## src/rtl/clksyn_pkg.sv

```systemverilog
package clksyn_pkg;

  localparam int WORD_W = 24;
  localparam int S_W    = 3;
  localparam int V_W    = 9;
  localparam int R_W    = 7;

  localparam logic [V_W-1:0] V_LOW  = 9'd4;
  localparam logic [R_W-1:0] R_LOW  = 7'd1;
  localparam logic [R_W-1:0] R_HIGH = 7'd117;

  // hard-wired leading fields: load cap, duty threshold, second-output source
  localparam logic [1:0] CAP_FIX  = 2'b00;
  localparam logic       DUTY_FIX = 1'b1;
  localparam logic [1:0] FN2_FIX  = 2'b00;

  typedef enum logic [1:0] {
    ST_IDLE   = 2'd0,
    ST_SHIFT  = 2'd1,
    ST_STROBE = 2'd2
  } ser_state_t;

  function automatic logic [WORD_W-1:0] pack_word(
    input logic [S_W-1:0] s,
    input logic [V_W-1:0] v,
    input logic [R_W-1:0] r
  );
    return {CAP_FIX, DUTY_FIX, FN2_FIX, s, v, r};
  endfunction

endpackage

```

## src/rtl/clksyn_range_chk.sv

```systemverilog
module clksyn_range_chk
  import clksyn_pkg::*;
#(
  parameter int NCH  = 3,
  localparam int CH_W = (NCH > 1) ? $clog2(NCH) : 1
) (
  input  logic [CH_W-1:0] chan_i,
  input  logic [V_W-1:0]  vdiv_i,
  input  logic [R_W-1:0]  rdiv_i,
  output logic            legal_o
);

  logic chan_ok, v_ok, r_ok;

  always_comb begin
    chan_ok = ({1'b0, chan_i} < (CH_W+1)'(NCH));
    v_ok    = (vdiv_i >= V_LOW);
    r_ok    = (rdiv_i >= R_LOW) && (rdiv_i <= R_HIGH);
    legal_o = chan_ok && v_ok && r_ok;
  end

endmodule

```

## src/rtl/clksyn_phase_timer.sv

```systemverilog
module clksyn_phase_timer #(
  parameter int HALF_CYC = 2,
  localparam int CW = $clog2(2*HALF_CYC)
) (
  input  logic clk,
  input  logic rst_n,
  input  logic clr_i,
  output logic half_end_o,
  output logic per_end_o
);

  logic [CW-1:0] cnt_q, cnt_d;

  always_comb begin
    if (clr_i) cnt_d = '0;
    else       cnt_d = cnt_q + CW'(1);
    half_end_o = (cnt_q == CW'(HALF_CYC-1));
    per_end_o  = (cnt_q == CW'(2*HALF_CYC-1));
  end

  always_ff @(posedge clk or negedge rst_n) begin
    if (!rst_n) cnt_q <= '0;
    else        cnt_q <= cnt_d;
  end

endmodule

```

## src/rtl/clksyn_serial_fsm.sv

```systemverilog
module clksyn_serial_fsm
  import clksyn_pkg::*;
#(
  parameter int HALF_CYC = 2,
  localparam int BW = $clog2(WORD_W)
) (
  input  logic              clk,
  input  logic              rst_n,
  input  logic              go_i,
  input  logic [WORD_W-1:0] word_i,
  output logic              ser_dat_o,
  output logic              ser_clk_o,
  output logic              ser_stb_o,
  output logic              busy_o
);

  ser_state_t        st_q, st_d;
  logic [WORD_W-1:0] sreg_q, sreg_d;
  logic [BW-1:0]     bit_q, bit_d;
  logic              phase_q, phase_d;
  logic              sreg_en, tmr_clr;
  logic              half_end, per_end;

  clksyn_phase_timer #(.HALF_CYC(HALF_CYC)) u_timer (
    .clk        (clk),
    .rst_n      (rst_n),
    .clr_i      (tmr_clr),
    .half_end_o (half_end),
    .per_end_o  (per_end)
  );

  always_comb begin
    st_d    = st_q;
    sreg_d  = sreg_q;
    bit_d   = bit_q;
    phase_d = phase_q;
    sreg_en = 1'b0;
    tmr_clr = 1'b0;
    unique case (st_q)
      ST_IDLE: begin
        if (go_i) begin
          st_d    = ST_SHIFT;
          sreg_d  = word_i;
          sreg_en = 1'b1;
          bit_d   = BW'(WORD_W-1);
          phase_d = 1'b0;
          tmr_clr = 1'b1;
        end
      end
      ST_SHIFT: begin
        if (half_end) begin
          tmr_clr = 1'b1;
          if (!phase_q) begin
            phase_d = 1'b1;
          end else if (bit_q == '0) begin
            phase_d = 1'b0;
            st_d    = ST_STROBE;
          end else begin
            phase_d = 1'b0;
            sreg_d  = {sreg_q[WORD_W-2:0], 1'b0};
            sreg_en = 1'b1;
            bit_d   = bit_q - BW'(1);
          end
        end
      end
      ST_STROBE: begin
        if (per_end) begin
          st_d    = ST_IDLE;
          tmr_clr = 1'b1;
        end
      end
      default: st_d = ST_IDLE;
    endcase
  end

  always_ff @(posedge clk or negedge rst_n) begin
    if (!rst_n) begin
      st_q    <= ST_IDLE;
      bit_q   <= '0;
      phase_q <= 1'b0;
    end else begin
      st_q    <= st_d;
      bit_q   <= bit_d;
      phase_q <= phase_d;
    end
  end

  always_ff @(posedge clk or negedge rst_n) begin
    if (!rst_n)       sreg_q <= '0;
    else if (sreg_en) sreg_q <= sreg_d;
  end

  always_comb begin
    busy_o    = (st_q != ST_IDLE);
    ser_dat_o = (st_q == ST_SHIFT) && sreg_q[WORD_W-1];
    ser_clk_o = (st_q == ST_SHIFT) && phase_q;
    ser_stb_o = (st_q == ST_STROBE);
  end

endmodule

```

## src/rtl/clksyn_cfg_loader.sv

```systemverilog
module clksyn_cfg_loader
  import clksyn_pkg::*;
#(
  parameter int NCH      = 3,
  parameter int HALF_CYC = 2,
  localparam int CH_W    = (NCH > 1) ? $clog2(NCH) : 1
) (
  input  logic            clk,
  input  logic            rst_n,
  input  logic            start_i,
  input  logic [CH_W-1:0] chan_i,
  input  logic [S_W-1:0]  odsel_i,
  input  logic [V_W-1:0]  vdiv_i,
  input  logic [R_W-1:0]  rdiv_i,
  output logic            busy_o,
  output logic            err_o,
  output logic [NCH-1:0]  sdat_o,
  output logic [NCH-1:0]  sclk_o,
  output logic [NCH-1:0]  sstb_o
);

  // reset: asserted at once, released through two flops
  logic [1:0] rsync_q;
  logic       rst_sync_n;

  always_ff @(posedge clk or negedge rst_n) begin
    if (!rst_n) rsync_q <= 2'b00;
    else        rsync_q <= {rsync_q[0], 1'b1};
  end
  assign rst_sync_n = rsync_q[1];

  logic              legal, go, refuse, busy;
  logic              err_q, err_d, err_en;
  logic [CH_W-1:0]   chan_q;
  logic [WORD_W-1:0] word;
  logic              ser_dat, ser_clk, ser_stb;

  clksyn_range_chk #(.NCH(NCH)) u_chk (
    .chan_i  (chan_i),
    .vdiv_i  (vdiv_i),
    .rdiv_i  (rdiv_i),
    .legal_o (legal)
  );

  always_comb begin
    go     = start_i && !busy && legal;
    refuse = start_i && !busy && !legal;
    word   = pack_word(odsel_i, vdiv_i, rdiv_i);
    err_en = refuse;
    err_d  = 1'b1;
  end

  always_ff @(posedge clk or negedge rst_sync_n) begin
    if (!rst_sync_n) err_q <= 1'b0;
    else if (err_en) err_q <= err_d;
  end

  always_ff @(posedge clk or negedge rst_sync_n) begin
    if (!rst_sync_n) chan_q <= '0;
    else if (go)     chan_q <= chan_i;
  end

  clksyn_serial_fsm #(.HALF_CYC(HALF_CYC)) u_fsm (
    .clk       (clk),
    .rst_n     (rst_sync_n),
    .go_i      (go),
    .word_i    (word),
    .ser_dat_o (ser_dat),
    .ser_clk_o (ser_clk),
    .ser_stb_o (ser_stb),
    .busy_o    (busy)
  );

  for (genvar g = 0; g < NCH; g++) begin : g_chan
    logic sel;
    assign sel       = (chan_q == CH_W'(g));
    assign sdat_o[g] = sel && ser_dat;
    assign sclk_o[g] = sel && ser_clk;
    assign sstb_o[g] = sel && ser_stb;
  end

  assign busy_o = busy;
  assign err_o  = err_q;

endmodule

```

## config.mk

```make
export PLATFORM = sky130hd
export DESIGN_NAME = clksyn_cfg_loader
export DESIGN_NICKNAME = d
export VERILOG_FILES = /design/src/rtl/clksyn_pkg.sv /design/src/rtl/clksyn_range_chk.sv /design/src/rtl/clksyn_phase_timer.sv /design/src/rtl/clksyn_serial_fsm.sv /design/src/rtl/clksyn_cfg_loader.sv
export SDC_FILE = /design/constraint.sdc
export NUM_CORES = 1
export LEC_CHECK = 0
export BUFFER_PORTS_ARGS = -buffer_cell sky130_fd_sc_hd__clkbuf_2
export CAP_MARGIN = 20
export CORE_MARGIN = 2
export CORE_UTILIZATION = 58
export CTS_BUF_LIST = sky130_fd_sc_hd__clkbuf_8
export CTS_CLUSTER_DIAMETER = 50
export CTS_CLUSTER_SIZE = 25
export DETAILED_ROUTE_END_ITERATION = 8
export GPL_TIMING_DRIVEN = 1
export PLACE_DENSITY_LB_ADDON = 0.05
export SYNTH_ARGS = -nofsm -noshare
export SYNTH_HDL_FRONTEND = slang
export SYNTH_HIERARCHICAL = 1
export SYNTH_SLANG_ARGS = --single-unit
```

## constraint.sdc

```tcl
create_clock -name clk -period 1.5 [get_ports clk]
set_input_delay 0 -clock clk [delete_from_list [all_inputs] [get_ports clk]]
set_output_delay 0 -clock clk [all_outputs]
set_load 0.1 [all_outputs]
```

Yosys cells after proc, flatten, opt, wreduce, memory -nomap -nowiden. Cells that the tools add are included.

Bits in registers: 39. Bits of input ports: 24. Output and inout bits: 11. Word-level logic and storage cells: 83.

Add/subtract/negate cells: 2. Magnitude comparators: 4. Equal/unequal tests: 12. Mux-type cells: 29. Reductions and logical operators: 28.

Operator list (count): $mux W24 (4); $pmux W24 S2 (1); $mux W5 (4); $logic_and A1 B1 Y1 (17); $mux W2 (6); $pmux W5 S2 (1); $reduce_and A5 Y1 (2); $ge A9 B3 Y1 const B (1); $mux W1 (9); $ne A2 B1 Y1 const B (4); $ge A7 B1 Y1 const B (1); $le A7 B7 Y1 const B (1); $eq A2 B1 Y1 const B (3); $eq A2 B2 Y1 const B (3); $pmux W2 S3 (1); $reduce_and A6 Y1 (1); $logic_not A5 Y1 (1); $sub A5 B1 Y5 const B (1); $logic_not A2 Y1 (2); $ne A2 B2 Y1 const B (2); $pmux W1 S2 (2); $reduce_bool A2 Y1 (2); $pmux W1 S3 (1); $reduce_and A3 Y1 (1); other kinds (3) (4).

Longest topological paths before layout. Gate-level depths: netlist of the first run.

Word-level depth: 7. Depth in mapped cells: 10. Gate-level depth less buffers: 8.

Modules after synthesis. Netlist of the first run, hierarchy kept.

Modules (own cells, without submodules): clksyn_serial_fsm (times used 1, cells each 135, area each 1759.2 µm², sequential area each 800.8 µm²); clksyn_cfg_loader (times used 1, cells each 25, area each 272.8 µm², sequential area each 125.1 µm²); clksyn_phase_timer (times used 1, cells each 7, area each 86.3 µm², sequential area each 50.0 µm²); clksyn_range_chk (times used 1, cells each 8, area each 62.6 µm², sequential area each 0.0 µm²).

Worst setup path before layout of the first run. No wires, ideal clock.

Path type: register to register. Start point: register u_fsm.st_q[0]. End point: register u_fsm.sreg_q[2]. Data arrival time: 2438 ps. Required time: 1375 ps. Setup slack: -1063 ps. Stages on the path, launching flop included: 10. Cell sequence: dfrtp_1 -> clkbuf_1 -> or2_2 -> nand3b_4 -> inv_1 -> nor3b_1 -> a21o_1 -> buf_6 -> buf_6 -> mux2_4.

Longest elaborated chain between the ends: 7. Elaborated cells on any way between the ends: 15. Those cells by class: 5 x eq/ne; 3 x mux; 7 x reduce/logical.

RTL lines: start, declared (line clksyn_serial_fsm.sv:17) `ser_state_t st_q, st_d;`; start signal, assigned (line clksyn_serial_fsm.sv:82) `st_q <= st_d;`; $reduce_bool A2 Y1 (*) (line clksyn_serial_fsm.sv:94) `busy_o = (st_q != ST_IDLE);`; net busy_o (line clksyn_cfg_loader.sv:15) `output logic busy_o,`; $logic_not A1 Y1 (*) (line clksyn_cfg_loader.sv:46) `go = start_i && !busy && legal;`; $logic_and A1 B1 Y1 (*) (2 in series) (line clksyn_cfg_loader.sv:46); net go (line clksyn_cfg_loader.sv:32) `logic legal, go, refuse, busy;`; $mux W1 (line clksyn_serial_fsm.sv:41) `if (go_i) begin`; $pmux W1 S2 (line clksyn_serial_fsm.sv:39) `unique case (st_q)`; $reduce_and A6 Y1 (no source line) (*); end signal, assigned (line clksyn_serial_fsm.sv:90) `else if (sreg_en) sreg_q <= sreg_d;`; end, declared (line clksyn_serial_fsm.sv:18) `logic [WORD_W-1:0] sreg_q, sreg_d;`.

The timed path passes the listed nets; every way through them passes the cells marked *. A chain may end at the register's enable or synchronous reset.

Worst setup path after layout of the first run.
Start point: register u_fsm.bit_q[0]. End point: register u_fsm.sreg_q[1].

Longest elaborated chain between the ends: 6. Elaborated cells on any way between the ends: 7. Those cells by class: 1 x eq/ne; 4 x mux; 2 x reduce/logical.

RTL lines: start, declared (line clksyn_serial_fsm.sv:19) `logic [BW-1:0] bit_q, bit_d;`; start signal, assigned (line clksyn_serial_fsm.sv:83) `bit_q <= bit_d;`; $logic_not A5 Y1 (*) (line clksyn_serial_fsm.sv:55) `end else if (bit_q == '0) begin`; $mux W1 (line clksyn_serial_fsm.sv:55); $mux W1 (line clksyn_serial_fsm.sv:53) `if (!phase_q) begin`; $mux W1 (line clksyn_serial_fsm.sv:51) `if (half_end) begin`; $pmux W1 S2 (line clksyn_serial_fsm.sv:39); $reduce_and A6 Y1 (no source line) (*).

Mark *: on every way between the ends. The rest lies on a longest branch, timed or not.

==> results.json, run 1 <==
{
  "violations_in_the_final_reports": "setup timing",
  "final_period_minus_worst_setup_slack_ns": 1.95,
  "htree_num_levels": 2,
  "synth_area_leaders": "sky130_fd_sc_hd__dfrtp_1 45%, sky130_fd_sc_hd__mux2_2 15%, sky130_fd_sc_hd__mux2_4 13%",
  "first_global_vias": 1820,
  "floorplan.die_area_um2": 4270,
  "power_mw": 7.21,
  "hold-worst-slack_ns": 0.0352,
  "static-leakage-power_nw": 1.63,
  "yosysMostFrequentCell": "sky130_fd_sc_hd__dfrtp_1",
  "route.antenna.remaining_nets": 0,
  "crit_path_end_kind": "flip-flop",
  "clock-sinks": 39,
  "fin_max_slew_vios": 0,
  "area_growth_syn_to_layout_pct": 53.6,
  "hpwl_mm": 3.31,
  "detail_route.first_pass.iterations": 4,
  "max-clock-path-buffers": 2,
  "yosysWarnings": 6,
  "library_cell_used_as_clock_root_buffer": "sky130_fd_sc_hd__clkbuf_8",
  "reg2regPathDepth": 6,
  "pin_count_of_the_biggest_net_entering_global_routing": 38,
  "timing.critical_path.from": "u_fsm/bit_q[0]$_DFFE_PN0P_",
  "vias": 1808,
  "ioPinCount": 35,
  "final_ws_setup_ns": -0.452,
  "die_h_um": 65.3,
  "globalRouteTotalUtil_pct": 27.5,
  "layout.cells.non_filler": 318,
  "yosys.cell_types.count": 40,
  "max_clock_freq_mhz": 512,
  "worst_hold_path_type": "input pin to async pin",
  "cts_inserted_buffers": 5,
  "r2r_end": "u_fsm/sreg_q[1]$_DFFE_PN0P_",
  "clock_tree_from_tritoncts": "built",
  "grt.overflow.total": 0,
  "ys_seq_area_share_pct": 44.8,
  "timing.max_slew.rel_slack_pct": 64.3,
  "portBuffers": 34,
  "floorplan.core_area_um2": 3630,
  "critPathMaxFanout": 5,
  "regToRegStartpoint": "u_fsm/bit_q[0]$_DFFE_PN0P_",
  "wire_per_inst_um": 20.5,
  "synth_area_leader_cell": "sky130_fd_sc_hd__dfrtp_1",
  "maxCapViolations": 0,
  "clock_insertion_delay_worst_skew_ns": 0.29,
  "post_synth.cell_area_avg_um2": 12.5,
  "layout-drive-gt1-share_pct": 68.5,
  "starting_density_of_the_core_pct": 60.0,
  "worst-slew-pin-transition_ns": 0.538,
  "route.final.wire_length_mm": 6.52,
  "ys_top_cells_by_count": "39 x sky130_fd_sc_hd__dfrtp_1, 29 x sky130_fd_sc_hd__mux2_2, 19 x sky130_fd_sc_hd__mux2_4, 11 x sky130_fd_sc_hd__and2_1, 7 x sky130_fd_sc_hd__o21ai_0",
  "setup_violation_total_in_the_final_timing_report": 40,
  "synth.cell_area_um2": 2180,
  "timing.setup.critical_path_class": "flip-flop to flip-flop",
  "timing.reg2reg.setup_slack_ns": -0.45,
  "first_iter_violations": 98,
  "vias_per_cell": 5.69,
  "cellInternalPower_mw": 4.49,
  "run_status": "finished, violations left",
  "timing.clock.skew_ns": 0.00698,
  "path_clk_slew_ns": 0.07,
  "grt_first_pass_wirelength_mm": 8.69,
  "flip_flop_and_latch_count_after_synthesis": 39,
  "placedCellCount": 280,
  "die-width_um": 65.3,
  "share_comb_of_total_power_pct": 63.7,
  "diodes": 0,
  "power-per-cell-area_nw_per_um2": 2150,
  "worst_vdd_ir_uv": 1130,
  "synth-edff-count": 0,
  "clockPowerShare_pct": 10.7,
  "finalHoldViolCount": 0,
  "remaining_design_rule_violation_count": 0,
  "yosys.area.top_type_share_pct": 44.8,
  "min_period_over_period_pct": 130,
  "postSynthCellCount": 175,
  "worst_ep_required_time_ns": 1.67,
  "worstPathArrival_ns": 2.13,
  "standard_cell_row_count": 22,
  "rsz0062_at_grt": "true",
  "critPathLaunchType": "flip-flop",
  "gp_routability_congestion": 0.749,
  "swShare_pct": 37.8,
  "synth-main-ff-cell": "sky130_fd_sc_hd__dfrtp_1",
  "ys_async_sr_fraction_pct": 100,
  "critical_path.endpoint": "u_fsm/sreg_q[1]$_DFFE_PN0P_",
  "antenna_violations_before_repair": 0,
  "seq_power_share_pct": 25.6,
  "nets": 297,
  "p_switching_mw": 2.72
}
==> registers in the layout (all words and copies together) (netlist names) <==
signal / flops
u_fsm/sreg_q: 24
u_fsm/bit_q: 5
chan_q: 2
rsync_q: 2
u_fsm/st_q: 2
u_fsm/u_timer/cnt_q: 2
err_o: 1
u_fsm/phase_q: 1
==> cell usage in the layout (no fill, tap or decap), types with 2 or more instances in the layout <==
| cell | n |
|---|---|
| sky130_fd_sc_hd__dfrtp_1 | 39 |
| sky130_fd_sc_hd__buf_4 | 39 |
| sky130_fd_sc_hd__mux2_2 | 28 |
| sky130_fd_sc_hd__clkbuf_2 | 24 |
| sky130_fd_sc_hd__mux2_4 | 20 |
| sky130_fd_sc_hd__and2_4 | 11 |
| sky130_fd_sc_hd__buf_6 | 11 |
| sky130_fd_sc_hd__buf_12 | 10 |
| sky130_fd_sc_hd__clkbuf_8 | 7 |
| sky130_fd_sc_hd__conb_1 | 6 |
| sky130_fd_sc_hd__nor2_1 | 5 |
| sky130_fd_sc_hd__inv_2 | 4 |
| sky130_fd_sc_hd__nand2_1 | 4 |
| sky130_fd_sc_hd__buf_8 | 4 |
| sky130_fd_sc_hd__nor2b_1 | 3 |
| sky130_fd_sc_hd__dlygate4sd3_1 | 3 |
| sky130_fd_sc_hd__nor3_1 | 3 |
| sky130_fd_sc_hd__o21ai_1 | 3 |
| sky130_fd_sc_hd__o21ai_2 | 3 |
| sky130_fd_sc_hd__ha_4 | 3 |
| sky130_fd_sc_hd__nor3b_1 | 2 |
| sky130_fd_sc_hd__inv_1 | 2 |
| sky130_fd_sc_hd__nand3_1 | 2 |
| sky130_fd_sc_hd__mux2i_1 | 2 |
| sky130_fd_sc_hd__nand3b_1 | 2 |
| sky130_fd_sc_hd__nor3b_4 | 2 |
==> critical path: stages (launching register included) <==
cell	delay, ns
sky130_fd_sc_hd__dfrtp_1	0.39
sky130_fd_sc_hd__inv_2	0.09
sky130_fd_sc_hd__ha_4	0.15
sky130_fd_sc_hd__or4b_4	0.47
sky130_fd_sc_hd__a21o_4	0.28
sky130_fd_sc_hd__buf_6	0.15
sky130_fd_sc_hd__mux2_4	0.31
==> repair_timing <==
item | 4_1_cts | 5_1_grt
gates resized for setup | 42 | 21
endpoints found under the hold margin | 4 | 0
gates cloned | 3 | 0
pin swaps | 11 | 9
hold buffers | 3 | 0
buffers inserted | 19 | 13
endpoints found under the setup margin | 37 | 43
==> layer usage <==
layer / share of wire (%) / track usage, % / wire, um / vias to the layer above
met5: 0 / 0 / 0 / -
met4: 4.8 / 14.8 / 312 / 0
met3: 6.0 / 4.62 / 390 / 34
met2: 51 / 44.8 / 3320 / 87
met1: 38 / 35.0 / 2490 / 891
li1: - / - / - / 796
==> kinds of logic (layout without fill, tap and decap cells) <==
| kind of cell | count (synthesis) | after routing | synth area share, % |
|---|---|---|---|
| other | 2 | 6 | 0.344 |
| multiplexers | 50 | 50 | 29.0 |
| buffers and inverters | 16 | 107 | 4.47 |
| AO/OA/AOI/OAI | 17 | 17 | 5.34 |
| flip-flops | 39 | 39 | 44.8 |
| AND/OR/NAND/NOR | 47 | 47 | 13.8 |
| adder cells (fa/ha/maj) | 4 | 4 | 2.29 |
==> final cells by class <==
class | instances | area, um2
clock buffers | 7 | 96.3
clock inverters | 1 | 3.75
inverters | 6 | 25.0
repair buffers | 93 | 887
fillers | 135 | 284
well taps | 48 | 60.1
flip-flops and latches | 39 | 976
multi-input cells | 124 | 1300
==> per-stage QoR <==
step | setup WS (ns) | setup TNS [ns] | area [um2] | util [%]
2_1_floorplan | -0.676 | -17.24 | 2250 | -
3_3_place_gp | -0.362 | -9.05 | 2750 | 75.7
3_5_place_dp | -0.422 | -10.82 | 2750 | 75.7
4_1_cts | -0.400 | -11.03 | 3180 | 87.4
5_1_grt | -0.473 | -15.05 | 3350 | 92.2
6_report | -0.452 | -13.58 | 3350 | 92.2
==> how the worst min path moves through the flow <==
stage          start              endpoint  depth (start not counted)
2_1_floorplan  rst_n  rsync_q[0]$_DFF_PN0_                          0
3_5_place_dp   rst_n  rsync_q[0]$_DFF_PN0_                          1
5_1_grt        rst_n  rsync_q[0]$_DFF_PN0_                          2
6_report       rst_n  rsync_q[0]$_DFF_PN0_                          2
3_3_place_gp   rst_n  rsync_q[1]$_DFF_PN0_                          1
4_1_cts        rst_n  rsync_q[0]$_DFF_PN0_                          2
==> power groups by stage <==
| stage | clock, mW | combinational (mW) | sequential (mW) |
|---|---|---|---|
| 2_1_floorplan | 0 | 2.54 | 1.83 |
| 3_3_place_gp | 0 | 3.30 | 1.76 |
| 3_5_place_dp | 0 | 3.46 | 1.78 |
| 4_1_cts | 0.768 | 4.10 | 1.79 |
| 5_1_grt | 0.815 | 4.79 | 1.89 |
| 6_report | 0.771 | 4.59 | 1.85 |
Note: power is estimated with default switching activity, not from simulation.
==> run 2: changes to the inputs <==
--- a/config.mk
+++ b/config.mk
@@ -5,14 +5,14 @@
 export SDC_FILE = /design/constraint.sdc
 export NUM_CORES = 1
 export LEC_CHECK = 0
-export BUFFER_PORTS_ARGS = -buffer_cell sky130_fd_sc_hd__clkbuf_2
 export CAP_MARGIN = 20
 export CORE_MARGIN = 2
-export CORE_UTILIZATION = 58
+export CORE_UTILIZATION = 60
 export CTS_BUF_LIST = sky130_fd_sc_hd__clkbuf_8
 export CTS_CLUSTER_DIAMETER = 50
 export CTS_CLUSTER_SIZE = 25
 export DETAILED_ROUTE_END_ITERATION = 8
+export DONT_BUFFER_PORTS = 1
 export GPL_TIMING_DRIVEN = 1
 export PLACE_DENSITY_LB_ADDON = 0.05
 export SYNTH_ARGS = -nofsm -noshare
==> results.json, run 2 (synthesis gave the netlist of run 1 again) <==
{
  "gp_routability_congestion": 0.802,
  "hold-worst-slack_ns": 0.00900,
  "clock_tree_from_tritoncts": "built",
  "run_status": "finished, violations left",
  "first_iter_violations": 120,
  "floorplan.die_area_um2": 4130,
  "timing.setup.critical_path_class": "flip-flop to flip-flop",
  "area_growth_syn_to_layout_pct": 42.0,
  "reg2regPathDepth": 7,
  "max_flop_register": "u_fsm/sreg_q",
  "layout.cells.non_filler": 285,
  "violations_in_the_final_reports": "setup timing",
  "share_comb_of_total_power_pct": 61.0,
  "mostFrequentLayoutCells": "39 x sky130_fd_sc_hd__dfrtp_1, 29 x sky130_fd_sc_hd__mux2_2, 25 x sky130_fd_sc_hd__buf_4",
  "vias_per_cell": 6.13,
  "max-clock-path-buffers": 2,
  "dpl_worst_slack_ns": -0.411,
  "first_global_vias": 1896,
  "r2r_end": "u_fsm/sreg_q[9]$_DFFE_PN0P_",
  "setup_violation_total_in_the_final_timing_report": 42,
  "cellInternalPower_mw": 4.26,
  "floorplan.core_area_um2": 3420,
  "fin_max_slew_vios": 0,
  "clock_insertion_delay_worst_skew_ns": 0.30,
  "route.antenna.remaining_nets": 0,
  "ioPinCount": 35,
  "timing.critical_path.from": "u_fsm/st_q[0]$_DFFE_PN0P_",
  "library_cell_used_as_clock_root_buffer": "sky130_fd_sc_hd__clkbuf_8",
  "biggestRegsByFlops": "u_fsm/sreg_q (24), u_fsm/bit_q (5)",
  "critical_path.endpoint": "u_fsm/sreg_q[9]$_DFFE_PN0P_",
  "max_clock_freq_mhz": 495,
  "grt_first_pass_wirelength_mm": 10.1,
  "detail_route.first_pass.iterations": 4,
  "wire_per_inst_um": 24.1,
  "timing.reg2reg.setup_slack_ns": -0.52,
  "route.final.wire_length_mm": 6.86,
  "final_period_minus_worst_setup_slack_ns": 2.02,
  "min_period_over_period_pct": 135,
  "clock-sinks": 39,
  "layout.core_utilization_pct": 90.7,
  "swShare_pct": 39.5,
  "seq_power_share_pct": 26.2,
  "regToRegStartpoint": "u_fsm/st_q[0]$_DFFE_PN0P_",
  "crit_path_end_kind": "flip-flop",
  "starting_density_of_the_core_pct": 63.8,
  "nets": 266,
  "timing.max_slew.rel_slack_pct": 63.0,
  "layout-drive-gt1-share_pct": 54.8,
  "worst-slew-pin-transition_ns": 0.550,
  "worst_ep_required_time_ns": 1.68,
  "timing.clock.skew_ns": 0.00783,
  "finalHoldViolCount": 0,
  "grt.overflow.total": 0,
  "design_area_um2": 3100,
  "portBuffers": 0,
  "clockPowerShare_pct": 12.8,
  "vias": 1746,
  "globalRouteTotalUtil_pct": 33.5,
  "static-leakage-power_nw": 1.43,
  "pin_count_of_the_biggest_net_entering_global_routing": 38,
  "rsz0062_at_grt": "true",
  "path_clk_slew_ns": 0.08,
  "maxCapViolations": 0,
  "worst_vdd_ir_uv": 1460,
  "hpwl_mm": 2.92,
  "critPathMaxFanout": 9,
  "largest_reg_flops": 24,
  "p_switching_mw": 2.78,
  "remaining_design_rule_violation_count": 0,
  "antenna_violations_before_repair": 0,
  "critPathLaunchType": "flip-flop",
  "worst_hold_path_type": "input pin to flip-flop",
  "htree_num_levels": 2,
  "final_ws_setup_ns": -0.520,
  "placedInstanceArea_um2": 2470,
  "placedCellCount": 242,
  "die_h_um": 64.3,
  "worstPathArrival_ns": 2.20,
  "cts_inserted_buffers": 5,
  "diodes": 0,
  "final_common_cell": "sky130_fd_sc_hd__dfrtp_1",
  "standard_cell_row_count": 21,
  "die-width_um": 64.3,
  "power-per-cell-area_nw_per_um2": 2270
}
run 2: stage by stage:
step	setup TNS, ns	total power [mW]
final	-14.04	7.04
after global routing	-14.69	7.26
after CTS	-10.77	6.42
after detailed placement	-10.32	4.96
after global placement	-8.92	4.82
after floorplan	-17.24	4.38
run 2: power by group through the flow:
stage | logic [mW] | clock network (mW) | registers (mW)
floorplan | 2.54 | 0 | 1.83
global placement | 3.07 | 0 | 1.75
detailed placement | 3.18 | 0 | 1.78
CTS | 3.76 | 0.889 | 1.78
global route | 4.42 | 0.958 | 1.88
finish | 4.29 | 0.900 | 1.85
run 2: how the worst min path moves through the flow:
| stage | start | end | slack (ns) | cells past startpoint |
|---|---|---|---|---|
| after floorplan | rst_n | rsync_q[0]$_DFF_PN0_ | -0.30 | 0 |
| after global placement | rst_n | rsync_q[0]$_DFF_PN0_ | -0.30 | 0 |
| after detailed placement | rst_n | rsync_q[1]$_DFF_PN0_ | -0.30 | 0 |
| after CTS | vdiv_i[1] | u_fsm/sreg_q[8]$_DFFE_PN0P_ | 0.007 | 2 |
| after global routing | vdiv_i[1] | u_fsm/sreg_q[8]$_DFFE_PN0P_ | 0.01 | 2 |
| final | vdiv_i[1] | u_fsm/sreg_q[8]$_DFFE_PN0P_ | 0.009 | 2 |
run 2: final cells by class:
cell class	instances	area, um2
clock inverters	3	43.8
inverters	6	22.5
multi-input cells	124	1270
repair buffers	62	657
flip-flops and latches	39	976
fillers	113	319
clock buffers	5	68.8
well taps	46	57.6
run 2: critical path, stage by stage, from the launching register on:
cell                       delay (ns)
sky130_fd_sc_hd__dfrtp_1         0.41
sky130_fd_sc_hd__or2_4           0.27
sky130_fd_sc_hd__nand3b_4        0.18
sky130_fd_sc_hd__inv_2           0.09
sky130_fd_sc_hd__nor3b_4         0.23
sky130_fd_sc_hd__a21o_4          0.21
sky130_fd_sc_hd__buf_16          0.15
sky130_fd_sc_hd__mux2_2          0.34
run 2: per-layer routing:
metal	vias to the layer above	share of wire [%]	track usage, %
li1	738	-	-
met1	871	39	39.1
met2	102	50	58.6
met3	35	6.3	7.04
met4	0	4.5	15.7
met5	-	0	0
run 2: what timing repair did:
item                                    4_1_cts  5_1_grt
buffers inserted                              9        9
cloned                                        2        0
pin swaps                                     9        7
endpoints found under the hold margin        22        0
hold buffers                                 22        0
resized for setup                            30       12
endpoints found under the setup margin       37       42
